==> src/rtl/dbc_pkg.sv <==
package dbc_pkg;

    typedef enum logic [1:0] {
        OP_RANGE    = 2'd0,
        OP_WITHIN   = 2'd1,
        OP_DIRCMP   = 2'd2,
        OP_FLAGSWAP = 2'd3
    } dbc_op_e;

    typedef struct packed {
        logic gt;
        logic eq;
        logic lt;
    } dbc_flags_t;

    typedef enum logic {
        ST_IDLE = 1'b0,
        ST_EVAL = 1'b1
    } dbc_state_e;

endpackage

==> src/rtl/dbc_magnitude.sv <==
module dbc_magnitude
    import dbc_pkg::*;
#(
    parameter int W          = 32,
    parameter bit SIGNED_CMP = 1'b0
) (
    input  logic [W-1:0] lhs,
    input  logic [W-1:0] rhs,
    output dbc_flags_t   flags
);

    logic less;
    logic same;

    assign same = (lhs == rhs);

    generate
        if (SIGNED_CMP) begin : g_signed
            assign less = ($signed(lhs) < $signed(rhs));
        end else begin : g_unsigned
            assign less = (lhs < rhs);
        end
    endgenerate

    always_comb begin
        flags.lt = less;
        flags.eq = same;
        flags.gt = !less && !same;
    end

endmodule

==> src/rtl/dbc_operand_sel.sv <==
module dbc_operand_sel
    import dbc_pkg::*;
#(
    parameter int W     = 32,
    parameter int IMM_W = 5
) (
    input  dbc_op_e          op,
    input  logic             use_imm,
    input  logic [IMM_W-1:0] imm,
    input  logic [W-1:0]     reg_b,
    output logic [W-1:0]     second
);

    localparam int PAD_W = W - IMM_W;

    logic [W-1:0] imm_ext;

    assign imm_ext = {{PAD_W{1'b0}}, imm};

    always_comb begin
        if (op == OP_WITHIN && use_imm) begin
            second = imm_ext;
        end else begin
            second = reg_b;
        end
    end

endmodule

==> src/rtl/dbc_decide.sv <==
module dbc_decide
    import dbc_pkg::*;
(
    input  dbc_op_e    op,
    input  dbc_flags_t lo_flags,
    input  dbc_flags_t up_flags,
    input  logic       off_msb,
    input  logic       step_msb,
    output logic       result,
    output dbc_flags_t flags_out
);

    dbc_flags_t swapped;

    always_comb begin
        swapped = lo_flags;
        if (step_msb) begin
            swapped.gt = lo_flags.lt;
            swapped.lt = lo_flags.gt;
        end
    end

    always_comb begin
        result    = 1'b0;
        flags_out = lo_flags;
        unique case (op)
            OP_RANGE:    result = !off_msb && lo_flags.lt;
            OP_WITHIN:   result = !lo_flags.lt && up_flags.lt;
            OP_DIRCMP:   result = step_msb ? lo_flags.gt : lo_flags.lt;
            OP_FLAGSWAP: begin
                flags_out = swapped;
                result    = swapped.lt;
            end
            default:     result = 1'b0;
        endcase
    end

endmodule

==> src/rtl/dir_bounds_cmp.sv <==
module dir_bounds_cmp
    import dbc_pkg::*;
#(
    parameter int W     = 32,
    parameter int IMM_W = 5
) (
    input  logic             clk,
    input  logic             rst_n,
    input  logic             issue_valid,
    input  logic [1:0]       issue_op,
    input  logic             issue_use_imm,
    input  logic [IMM_W-1:0] issue_imm,
    input  logic [W-1:0]     opnd_off,
    input  logic [W-1:0]     opnd_b,
    input  logic [W-1:0]     opnd_c,
    input  logic [W-1:0]     opnd_step,
    output logic             cond_valid,
    output logic             cond_bit,
    output logic [2:0]       cond_flags
);

    localparam int MSB = W - 1;

    dbc_op_e    in_op;
    logic [W-1:0] in_second;

    dbc_state_e state_q;
    dbc_state_e state_d;

    dbc_op_e    cap_op;
    logic [W-1:0] cap_off;
    logic [W-1:0] cap_lower;
    logic [W-1:0] cap_upper;
    logic       cap_sign;

    dbc_flags_t lo_flags;
    dbc_flags_t up_flags;
    dbc_flags_t dec_flags;
    logic       dec_bit;

    assign in_op = dbc_op_e'(issue_op);

    dbc_operand_sel #(.W(W), .IMM_W(IMM_W)) u_sel (
        .op      (in_op),
        .use_imm (issue_use_imm),
        .imm     (issue_imm),
        .reg_b   (opnd_b),
        .second  (in_second)
    );

    // Operand capture at issue
    always_ff @(posedge clk or negedge rst_n) begin
        if (!rst_n) begin
            cap_op    <= OP_RANGE;
            cap_off   <= '0;
            cap_lower <= '0;
            cap_upper <= '0;
            cap_sign  <= 1'b0;
        end else if (issue_valid) begin
            cap_op    <= in_op;
            cap_off   <= opnd_off;
            cap_lower <= in_second;
            cap_upper <= opnd_c;
            cap_sign  <= opnd_step[MSB];
        end
    end

    // Next-state logic
    always_comb begin
        state_d = state_q;
        unique case (state_q)
            ST_IDLE: state_d = issue_valid ? ST_EVAL : ST_IDLE;
            ST_EVAL: state_d = issue_valid ? ST_EVAL : ST_IDLE;
            default: state_d = ST_IDLE;
        endcase
    end

    // State register
    always_ff @(posedge clk or negedge rst_n) begin
        if (!rst_n) begin
            state_q <= ST_IDLE;
        end else begin
            state_q <= state_d;
        end
    end

    dbc_magnitude #(.W(W), .SIGNED_CMP(1'b0)) u_cmp_lo (
        .lhs   (cap_off),
        .rhs   (cap_lower),
        .flags (lo_flags)
    );

    dbc_magnitude #(.W(W), .SIGNED_CMP(1'b0)) u_cmp_up (
        .lhs   (cap_off),
        .rhs   (cap_upper),
        .flags (up_flags)
    );

    dbc_decide u_decide (
        .op        (cap_op),
        .lo_flags  (lo_flags),
        .up_flags  (up_flags),
        .off_msb   (cap_off[MSB]),
        .step_msb  (cap_sign),
        .result    (dec_bit),
        .flags_out (dec_flags)
    );

    // Output process
    always_ff @(posedge clk or negedge rst_n) begin
        if (!rst_n) begin
            cond_valid <= 1'b0;
            cond_bit   <= 1'b0;
            cond_flags <= '0;
        end else begin
            unique case (state_q)
                ST_EVAL: begin
                    cond_valid <= 1'b1;
                    cond_bit   <= dec_bit;
                    cond_flags <= dec_flags;
                end
                ST_IDLE: cond_valid <= 1'b0;
                default: cond_valid <= 1'b0;
            endcase
        end
    end

    // Assertions
    assert_valid_follows_issue_R1: assert property (@(posedge clk) disable iff (!rst_n)
        issue_valid |=> ##1 cond_valid);

    assert_no_spurious_valid_R1: assert property (@(posedge clk) disable iff (!rst_n)
        (state_q == ST_IDLE) |=> !cond_valid);

    assert_flags_onehot_R8: assert property (@(posedge clk) disable iff (!rst_n)
        cond_valid |-> $onehot(cond_flags));

    assert_range_in_bounds_R3: assert property (@(posedge clk) disable iff (!rst_n)
        (cond_valid && cond_bit && $past(cap_op) == OP_RANGE)
            |-> (!$past(cap_off[MSB]) && ($past(cap_off) < $past(cap_lower))));

    assert_dircmp_equal_false_R7: assert property (@(posedge clk) disable iff (!rst_n)
        (cond_valid && $past(cap_op) == OP_DIRCMP && $past(cap_off) == $past(cap_lower))
            |-> !cond_bit);

    assert_swap_keeps_eq_R9: assert property (@(posedge clk) disable iff (!rst_n)
        (cond_valid && $past(cap_op) == OP_FLAGSWAP)
            |-> (cond_flags[1] == ($past(cap_off) == $past(cap_lower))));

    assert_swap_bit_is_lt_R9: assert property (@(posedge clk) disable iff (!rst_n)
        (cond_valid && $past(cap_op) == OP_FLAGSWAP) |-> (cond_bit == cond_flags[0]));

endmodule

==> config.mk <==
export PLATFORM = sky130hd
export DESIGN_NAME = dir_bounds_cmp
export DESIGN_NICKNAME = d
export VERILOG_FILES = /design/src/rtl/dbc_pkg.sv /design/src/rtl/dbc_magnitude.sv /design/src/rtl/dbc_operand_sel.sv /design/src/rtl/dbc_decide.sv /design/src/rtl/dir_bounds_cmp.sv
export SDC_FILE = /design/constraint.sdc
export NUM_CORES = 1
export LEC_CHECK = 0
export BUFFER_PORTS_ARGS = -buffer_cell sky130_fd_sc_hd__buf_4
export CAP_MARGIN = 25
export CORE_ASPECT_RATIO = 1.1
export CORE_MARGIN = 2
export CORE_UTILIZATION = 55
export DETAILED_ROUTE_END_ITERATION = 10
export GPL_ROUTABILITY_DRIVEN = 0
export PLACE_DENSITY = 0.86
export SLEW_MARGIN = 25
export SYNTH_ARGS = -nofsm -noshare
export SYNTH_HDL_FRONTEND = slang
export SYNTH_SLANG_ARGS = --single-unit
==> constraint.sdc <==
create_clock -name clk -period 5.1 [get_ports clk]
set_input_delay 0.765 -clock clk [delete_from_list [all_inputs] [get_ports clk]]
set_output_delay 0.765 -clock clk [all_outputs]
set_load 0.005 [all_outputs]
# Word level (Yosys, flattened, before mapping)
# Cells that the tools add are included.
# totals
wordCells	33
regBits	105
output_inout_bits	5
in_bits	139
# classes
muxes	7
n_eq_ne	5
reduce_logical	9
bitwise	1
magnitude_cmp	2
# ops
op	n
$lt A32 B32 Y1	2
$eq A32 B32 Y1	1
$mux W32	1
$eq A2 B1 Y1 const B	2
$eq A2 B2 Y1 const B	2
$logic_and A1 B1 Y1	4
$logic_not A1 Y1	3
$mux W1	3
$mux W3	1
$pmux W1 S3	1
$logic_not A2 Y1	1
$pmux W1 S2	1
$reduce_or A2 Y1	1
$not A1 Y1	1

# Logic depth before layout (Yosys ltp)
# Gate-level depths: netlist of the first run.
# logic_depth
ltp_word	5
ltp_mapped	8
ltp_nobuf	8

# By module
# From an unflattened synthesis of the first run, not the netlist that was laid out.
# unflattened
hier_cells	496
area_unflattened_um2	5952.0
# by_module_without_submodules
mod	cells_each	n_inst	seq_area_each_um2	area_per_inst_um2
dir_bounds_cmp	219	1	2627.5	3898.7
dbc_magnitude	116	2	0.0	847.1
dbc_operand_sel	36	1	0.0	284.0
dbc_decide	9	1	0.0	75.1

# Worst setup path before layout of the first run
# No wires, ideal clock.
# synth_path
kind	register to register
start	register cap_off[14]
end	register cond_flags[2]
required_ns	5.010
arrival_ns	2.096
setup_ns	0.090
path_buffers	0
stages_incl_launch_ff	8
period_less_slack_ns	2.186
slack_ns	2.914
cell_sequence	dfrtp_1 > ha_1 > a21oi_1 > nand2_1 > a221o_1 > o31a_1 > or4_1 > o221ai_1
# synth_via
elab_chain_cells	5
elab_cells_between_ends	7
cone_classes	order compare (1); eq/ne (1); mux (2); reduce/logical (3)
# synth_lines
element	line	source
from (decl)	dir_bounds_cmp.sv:31	logic [W-1:0] cap_off;
from (signal assigned)	dir_bounds_cmp.sv:61	cap_off <= opnd_off;
$lt A32 B32 Y1 or $eq A32 B32 Y1 (tied branches)	dbc_magnitude.sv:21, dbc_magnitude.sv:15	
$logic_not A1 Y1	dbc_magnitude.sv:28	flags.gt = !less && !same;
$logic_and A1 B1 Y1	dbc_magnitude.sv:28	
$mux W1	dbc_decide.sv:17	if (step_msb) begin
$mux W3 (*)	dbc_decide.sv:26	unique case (op)
to (signal assigned)	dir_bounds_cmp.sv:120	cond_flags <= dec_flags;
to (decl)	dir_bounds_cmp.sv:19	output logic [2:0] cond_flags
# Every way passes the cells marked *; elsewhere a longest branch is shown, timed or not.
# A chain may end at the register's enable or synchronous reset.

# Worst setup path after layout of the first run
# layout_path
start	register cap_off[7]
end	register cond_flags[2]
# Same word-level chain as after synthesis.

==> flow_summary.toml, run 1 <==
[sta]
post-route-period-util_pct = 47.3
fin_setup_tns_ns = 0
rsz0062_at_grt = "no"
fin_ws_ns = 2.69
slew_viol_final = 0
maxSlewHeadroom_pct = 40.4
fmax_mhz = 414
skew_ns = 0.00860
worst_pin_slew_ns = 0.894
report.final.hold_viol_count = 0
min_period_ns = 2.41
setup_viol = 0

[worst_hold_path]
min_path_type = "in2async"

[yosys]
ys_ff_latch = 105
syn_avg_cell_area_sq_um = 10.0
syn_area_sq_um = 5460
synthDistinctLibCells = 34
ys_async_sr_fraction_pct = 100
synth_enable_flop_cells = 0
syn_inst = 545
yosys.area.top_type_share_pct = 48.1
yosysTopAreaCell = "dfrtp_1"
ys_seq_area_share_pct = 48.1
synthTopCellsByArea = "dfrtp_1, ha_1, mux2_2"
ys.flop_type = "dfrtp_1"
ys.warnings.count = 0
syn_nets = 747

[outcome]
run_status = "finished clean"

[clock_tree]
path_clk_slew_ns = 0.09
cts_tree = "yes"
clock_latency_ns = 0.37
cts_sinks = 105
cts_resized = 0
cts_hold_buf = 0
cts_buffers = 9
post_cts_buffers = 0
clk_path_buf_depth = 2
htreeDepth = 3
root_buffer = "clkbuf_8"

[floorplan]
ios = 144
start_util_pct = 56.0
fp-row-count = 38
die_h_um = 109
fp.dieW_um = 99.0
die-area_sq_um = 10700
coreArea_sq_um = 9750

[placed_design]
dp_hpwl_mm = 9.03
place_area_sq_um = 6400
portBuffers = 112
place_worst_setup_slack_ns = 2.67

[critical_path]
worst_ep_arrival_time_ns = 2.71
rr_startpoint = "cap_off[7]"
path_class = "reg2reg"
reg2reg_setup_slack_ns = 2.69
worst_path_largest_cell_delay_ns = 0.51
critPathLaunchType = "flop"
cp.required_ns = 5.40
cp_cell_sequence = "ha_1 -> a21oi_1 -> o21ai_0 -> a221o_1 -> o31a_1 -> or4_1 -> o221ai_1"
endpoint_kind = "flop"
path_max_fanout = 4
critPathTopFamily = "compound AO/OA/AOI/OAI gates"
slowest_stage = "or4_1"
worstSetupStartpoint = "cap_off[7]"
crit_buf_inv = 0

[power_and_ir_drop]
powerDensity_nw_per_um2 = 299
cellLeakagePower_uw = 0.00327
vdd_ir_drop_max_mv = 0.152

[global_routing]
globalRouteMet3Util_pct = 5.37
use_met1_pct = 28.8
top_usage_layer = "met2"
grt_pass1_wl_mm = 19.7
grt_pass1_vias = 4331
grt_max_degree = 95
track_usage_pct = 23.0
grt.overflow.total = 0
met2_usage_pct = 38.9
antenna_found_initial = 0

[routing]
viasPerCell = 5.57
drtAntennaViolNets = 0
drt_iter0_markers = 171
wire_per_inst_um = 15.5
dr.pass1.iters = 4
drc = 0
drt_wl_total_mm = 12.0
vias = 4313

[layout]
drive_gt1_share_pct = 25.5
fin_util_pct = 68.0
nets = 852
area_growth_pct = 21.4
nFillCells = 729
antenna_cells = 0
design_area_sq_um = 6630

[run]
maxCapViolCount = 0
[placed cells by master, fill, tap and decap left out, types with 2 or more instances in the layout]
cell type / synthesis / final
nor3_1: 3 / 3
o22ai_1: 27 / 27
dfrtp_1: 105 / 105
o21a_1: 3 / 3
mux2i_1: 5 / 5
nor4_1: 3 / 3
o211ai_1: 5 / 5
nand3_1: 7 / 7
or4_1: 2 / 2
a21o_1: 4 / 4
nor2_1: 12 / 11
o21ai_0: 43 / 43
inv_1: 68 / 68
nor2b_1: 3 / 3
nand2_1: 76 / 76
buf_4: 0 / 116
ha_1: 63 / 63
clkbuf_8: 0 / 12
nand4_1: 12 / 12
bufinv_16: 0 / 2
a21oi_1: 34 / 34
mux2_2: 35 / 35
[cell type report]
| class | count | area (sq um) | area share, % |
|---|---|---|---|
| clock buffer | 13 | 169 | 2.55 |
| clock inverter | 2 | 60.1 | 0.906 |
| inverter | 68 | 255 | 3.85 |
| multi-input combinational | 350 | 2500 | 37.7 |
| sequential | 105 | 2630 | 39.6 |
| tap | 120 | 150 | 2.26 |
| timing repair buffer | 116 | 871 | 13.1 |
[path summary, 6_finish.rpt]
check                                end  cells after the start
max                        cond_flags[2]                      7
min                         cap_upper[6]                      1
max reg2reg                cond_flags[2]                      7
min reg2reg                 cap_upper[0]                      1
max in group asynchronous  cap_upper[13]                      2
min in group clk            cap_upper[0]                      1
[power breakdown]
group | total [uW] | internal, uW | switching (uW)
registers | 963 | 913 | 49.4
clock network | 589 | 315 | 274
logic | 434 | 212 | 222
total | 1990 | 1440 | 545
[logic make-up after synthesis]
family | count (synthesis) | share of synthesized area [%]
compound gates | 123 | 13.0
mux | 40 | 8.13
buf+inv | 90 | 6.19
flops | 105 | 48.1
simple gates | 124 | 10.2
fa+ha+maj | 63 | 14.4
[layer usage]
layer	wire length [um]	share of wire, %	vias to the layer above
met5	0	0	-
met4	265	2.2	0
met3	661	5.5	23
met2	5920	49	102
met1	5120	43	2080
li1	-	-	2108
[synth_stat cells, types with 2 or more instances]
library cell	instances
o21ai_0	43
ha_1	63
o22ai_1	27
a21oi_1	34
inv_1	68
or4_1	2
nand3_1	7
nor3_1	3
dfrtp_1	105
buf_1	4
nor4_1	3
nor2_1	12
a21o_1	4
mux2i_1	5
mux2_2	35
clkbuf_1	18
o211ai_1	5
nand2_1	76
nand4_1	12
o21a_1	3
nor2b_1	3
[stage by stage]
step | total power [uW] | hold slack (ns) | std cells
floorplan | 1230 | 0.352 | 545
global placement | 1380 | 0.495 | 759
detailed placement | 1410 | 0.529 | 759
CTS | 2000 | 0.488 | 774
global route | 2100 | 0.512 | 774
finish | 1990 | 0.459 | 774
[flip-flops by register name, summed over array words and instances (netlist names)]
signal,count
state_q,1
cap_sign,1
cap_lower,32
cond_flags,3
cap_off,32
cond_valid,1
cond_bit,1
cap_op,2
cap_upper,32
(Power assumes the default switching activity.)
==> run 2: changes to the inputs <==
Settings changed: CORE_UTILIZATION 55 to 53, PLACE_DENSITY 0.86 to 0.83.
Clock period 5.1 ns to 2.4 ns, I/O delays scaled along.
==> run 2 against run 1 <==
- maximum frequency rose by 6.5%
- non-clock buffer count rose by 7
- global-route usage rose by 0.58 points
- critical path type unchanged
==> flow_summary.toml, run 2 (synthesis gave the netlist of run 1 again) <==
[clock_tree]
clock_latency_ns = 0.38
cts_sinks = 105
path_clk_slew_ns = 0.10
htreeDepth = 3
cts_tree = "yes"
root_buffer = "clkbuf_8"
clk_path_buf_depth = 2
cts_buffers = 9

[layout]
final_cell_mix = "buf_4, dfrtp_1, nand2_1, inv_1, ha_1"
final_common_cell = "buf_4"
area_growth_pct = 23.3
multiInputGateArea_sq_um = 2530
reg_top3 = "cap_lower x32, cap_off x32, cap_upper x32"
drive_gt1_share_pct = 26.9
nets = 859
nFillCells = 777
regArea_sq_um = 2630
antenna_cells = 0

[routing]
drc = 0
wire_per_inst_um = 15.9
viasPerCell = 5.57
drt_iter0_markers = 215
dr.pass1.iters = 5
drt_wl_total_mm = 12.4
vias = 4356
drtAntennaViolNets = 0

[run]
maxCapViolCount = 0

[critical_path]
cp_cell_sequence = "ha_1 -> nand4_1 -> nor2_1 -> a221o_1 -> o31a_1 -> or4_1 -> o221ai_1"
critPathLaunchType = "flop"
cp.required_ns = 2.70
critPathTopFamily = "simple AND/OR/NAND/NOR gates"
reg2reg_setup_slack_ns = 0.13
rr_endpoint = "cond_flags[2]"
path_class = "reg2reg"
crit_buf_inv = 0
reg2reg_depth = 7
worst_path_largest_cell_delay_ns = 0.52
path_max_fanout = 4
rr_startpoint = "cap_off[11]"
endpoint_kind = "flop"
worst_ep_arrival_time_ns = 2.56
slowest_stage = "or4_1"

[sta]
hold_ws_ns = 0.0196
maxSlewHeadroom_pct = 49.2
fin_setup_tns_ns = 0
setup_viol = 0
slew_viol_final = 0
fmax_mhz = 441
skew_ns = 0.00995
post-route-period-util_pct = 94.4
report.final.hold_viol_count = 0
min_period_ns = 2.27
worst_pin_slew_ns = 0.761

[floorplan]
die_h_um = 110
coreArea_sq_um = 9940
die-area_sq_um = 11100
ios = 144
start_util_pct = 55.0
fp.dieW_um = 101
fp-row-count = 38

[global_routing]
grt.overflow.total = 0
grt_pass1_vias = 4600
grt_max_degree = 57
antenna_found_initial = 0
track_usage_pct = 23.6
grt_pass1_wl_mm = 21.0

[power_and_ir_drop]
p_clk_share_pct = 28.2
swShare_pct = 28.4
p_switching_uw = 1190
vdd_ir_drop_max_mv = 0.341
internal_power_uw = 3000
cellLeakagePower_uw = 0.00331
powerDensity_nw_per_um2 = 623
p_seq_share_pct = 48.8
pwr-share-comb_pct = 22.9

[outcome]
run_status = "finished clean"

[worst_hold_path]
min_path_type = "in2async"

[placed_design]
dp_hpwl_mm = 9.32
portBuffers = 112
-- run 2: changes by cell type in the layout (fill, tap and decap cells not counted), sizes merged --
cell / previous run / this run
clkbuf: 13 / 10
buf: 116 / 123
clkinv: 0 / 3
clkinvlp: 0 / 1
-- run 2: per-stage QoR --
| stage | std cells | power (uW) | worst slack [ns] | util (%) | cell area (sq um) |
|---|---|---|---|---|---|
| 3_5_place_dp | 765 | 3020 | 0.0346 | 65.3 | 6480 |
| 2_1_floorplan | 545 | 2610 | 0.214 | - | 5460 |
| 6_report | 782 | 4190 | 0.134 | 67.7 | 6730 |
| 3_3_place_gp | 765 | 2950 | 0.102 | 65.3 | 6480 |
| 5_1_grt | 782 | 4450 | -0.0168 | 67.7 | 6730 |
| 4_1_cts | 781 | 4200 | 0.0116 | 67.4 | 6700 |
-- run 2: worst max path at each step --
stage	from	to	slack, ns	cells after the start
2_1_floorplan	cap_off[14]	cond_flags[2]	0.21	7
3_5_place_dp	cap_off[14]	cond_flags[2]	0.03	7
6_report	cap_off[11]	cond_flags[2]	0.13	7
4_1_cts	cap_off[14]	cond_flags[2]	0.01	7
5_1_grt	cap_off[10]	cond_flags[2]	-0.02	7
3_3_place_gp	cap_off[7]	cond_flags[2]	0.10	7
-- run 2: power groups by stage --
stage,clock network (uW),logic [uW],registers (uW)
floorplan,0,570,2050
global placement,0,879,2070
detailed placement,0,935,2080
CTS,1210,949,2050
global route,1280,1090,2070
finish,1180,962,2050
-- run 2: layer usage --
metal / track usage (%) / share of wire (%) / vias to the layer above / routed length, um
li1: - / - / 2113 / -
met1: 31.0 / 43 / 2103 / 5400
met2: 38.2 / 50 / 114 / 6220
met3: 4.49 / 4.3 / 26 / 533
met4: 9.50 / 2.3 / 0 / 291
met5: 0 / 0 / - / 0
-- run 2: cell type report --
type,instances,share of cell area (%)
clock inverters,6,1.23
flip-flops and latches,105,39.0
multi-input cells,350,37.5
inverters,68,3.79
repair buffers,123,14.3
clock buffers,10,1.90
well taps,120,2.23
-- run 2: repair_timing --
| item | in CTS | in global routing |
|---|---|---|
| hold buffers | 0 | 0 |
| cloned | 0 | 0 |
| pin swaps | 0 | 2 |
| resized for setup | 1 | 3 |
| setup endpoints to repair | 1 | 1 |
| setup buffers | 0 | 1 |
==> run 3: changes to the inputs <==
Settings changed: ABC_AREA set to 1.
==> run 3 against run 2 <==
- routed wire length fell by 1.7%
- combinational power up 2%
- synthesized cell count grew 11%
- sequential share of layout area down 0.96 points
- clock skew decreased by 0.0061 ns
- largest cell class unchanged
- worst setup slack better by 0.45 ns
- largest power group unchanged
- maximum frequency rose by 25%
- count of clock-buffer cells in the layout is 2 higher
==> flow_summary.toml, run 3 <==
[outcome]
run_status = "finished clean"

[global_routing]
antenna_found_initial = 0
top_usage_layer = "met2"
grt.overflow.total = 0
globalRouteMet3Util_pct = 4.08
track_usage_pct = 23.3
met2_usage_pct = 38.1
grt_max_degree = 91
grt_pass1_wl_mm = 21.0
use_met1_pct = 30.0
grt_pass1_vias = 4669

[yosys]
syn_inst = 606
synthTopCellsByCount = "nand2_1, dfrtp_1, inv_1, o21ai_0, ha_1"
yosysMostFrequentCell = "nand2_1"
synthTopCellsByArea = "dfrtp_1, ha_1, nand2_1"
ys.flop_type = "dfrtp_1"
syn_avg_cell_area_sq_um = 9.19
ys.warnings.count = 0
ys_ff_latch = 105
synth_enable_flop_cells = 0
syn_nets = 808
synthDistinctLibCells = 30
yosys.area.top_type_share_pct = 47.2
yosysTopAreaCell = "dfrtp_1"
ys_seq_area_share_pct = 47.2
ys_async_sr_fraction_pct = 100
syn_area_sq_um = 5570

[clock_tree]
root_buffer = "clkbuf_16"
cts_buffers = 9
path_clk_slew_ns = 0.07
cts_hold_buf = 0
cts_sinks = 105
htreeDepth = 3
cts_tree = "yes"
clk_path_buf_depth = 2
clock_latency_ns = 0.34
post_cts_buffers = 0
cts_resized = 0

[power_and_ir_drop]
vdd_ir_drop_max_mv = 0.377
cellLeakagePower_uw = 0.00353
power_uw = 4530
powerDensity_nw_per_um2 = 656

[sta]
fin_setup_tns_ns = 0
slew_viol_final = 0
fmax_mhz = 551
report.final.hold_viol_count = 0
maxSlewHeadroom_pct = 62.6
rsz0062_at_grt = "no"
fin_ws_ns = 0.585
skew_ns = 0.00382
worst_pin_slew_ns = 0.562
setup_viol = 0
post-route-period-util_pct = 75.6
min_period_ns = 1.82

[critical_path]
critPathLaunchType = "flop"
slowest_stage = "dfrtp_1"
path_max_fanout = 3
crit_buf_inv = 0
cp_cell_sequence = "ha_1 -> nand2_1 -> nor2_1 -> nand4_1 -> nor2_1 -> nand2_1 -> a21boi_1 -> o21ai_1 -> nand2_1"
worst_path_largest_cell_delay_ns = 0.41
endpoint_kind = "flop"
path_class = "reg2reg"
worst_ep_arrival_time_ns = 2.04
critPathTopFamily = "simple AND/OR/NAND/NOR gates"
crit_path_frequent_cell = "nand2_1"
cp.required_ns = 2.63

[run]
maxCapViolCount = 0

[layout]
fin_util_pct = 67.0
final_common_cell = "buf_4"
nFillCells = 806
regArea_sq_um = 2630
nets = 917
multiInputGateArea_sq_um = 2530
drive_gt1_share_pct = 24.9
final_cell_mix = "buf_4, nand2_1, dfrtp_1, inv_1, o21ai_0"
antenna_cells = 0
area_growth_pct = 23.9
reg_top3 = "cap_lower x32, cap_off x32, cap_upper x32"

[floorplan]
die-area_sq_um = 11300
start_util_pct = 54.1
fp.dieW_um = 102
die_h_um = 112
coreArea_sq_um = 10300
ios = 144
fp-row-count = 39

[routing]
vias = 4454
dr.pass1.iters = 5
wire_per_inst_um = 14.2
viasPerCell = 5.16
drc = 0
drt_iter0_markers = 202
drtAntennaViolNets = 0
drt_wl_total_mm = 12.2

[placed_design]
dp_hpwl_mm = 9.23
portBuffers = 112
place_worst_setup_slack_ns = 0.608

[worst_hold_path]
min_path_type = "in2async"
run 3: final timing paths:
kind	startpoint	to	slack (ns)	cells after the start
setup / recovery	cap_off[7]	cond_flags[0]	0.58	9
hold / removal	rst_n	cap_upper[8]	0.008	1
setup reg to reg	cap_off[7]	cond_flags[0]	0.58	9
hold reg to reg	state_q	cond_valid	0.44	0
max in group asynchronous	rst_n	cap_off[26]	1.74	2
min in group clk	opnd_c[28]	cap_upper[28]	0.22	3
run 3: final cells by class:
cell class                      instances  share of cell area [%]
Clock buffer                           12                    3.72
Clock inverter                          4                   0.743
Inverter                               87                    4.73
Multi-Input combinational cell        393                    36.7
Sequential cell                       105                    38.1
Tap cell                              143                    2.59
Timing Repair Buffer                  119                    13.5
run 3: cell families after synthesis:
group / Yosys count / share of synthesized area (%)
simple gates: 182 / 13.9
mux: 31 / 6.27
compound gates: 117 / 11.1
fa+ha+maj: 63 / 14.2
flops: 105 / 47.2
buf+inv: 108 / 7.39
run 3: through the flow:
stage | hold slack [ns] | cell area, sq um | cells
floorplan | 0.0644 | 5570 | 606
global placement | 0.382 | 6590 | 847
detailed placement | 0.392 | 6590 | 847
CTS | 0.0256 | 6900 | 863
global route | 0.0428 | 6900 | 863
finish | 0.00804 | 6900 | 863
run 3: power breakdown:
group	switching, uW	total, uW	internal (uW)
clock	647	1510	867
combinational	523	980	457
sequential	91.6	2030	1940
total	1260	4530	3260
run 3: routing by layer:
layer	part of all wire, %	wire [um]	vias to the layer above
li1	-	-	2209
met5	0	0	-
met1	43	5250	2076
met4	2.7	334	0
met2	49	5990	143
met3	5.4	663	26
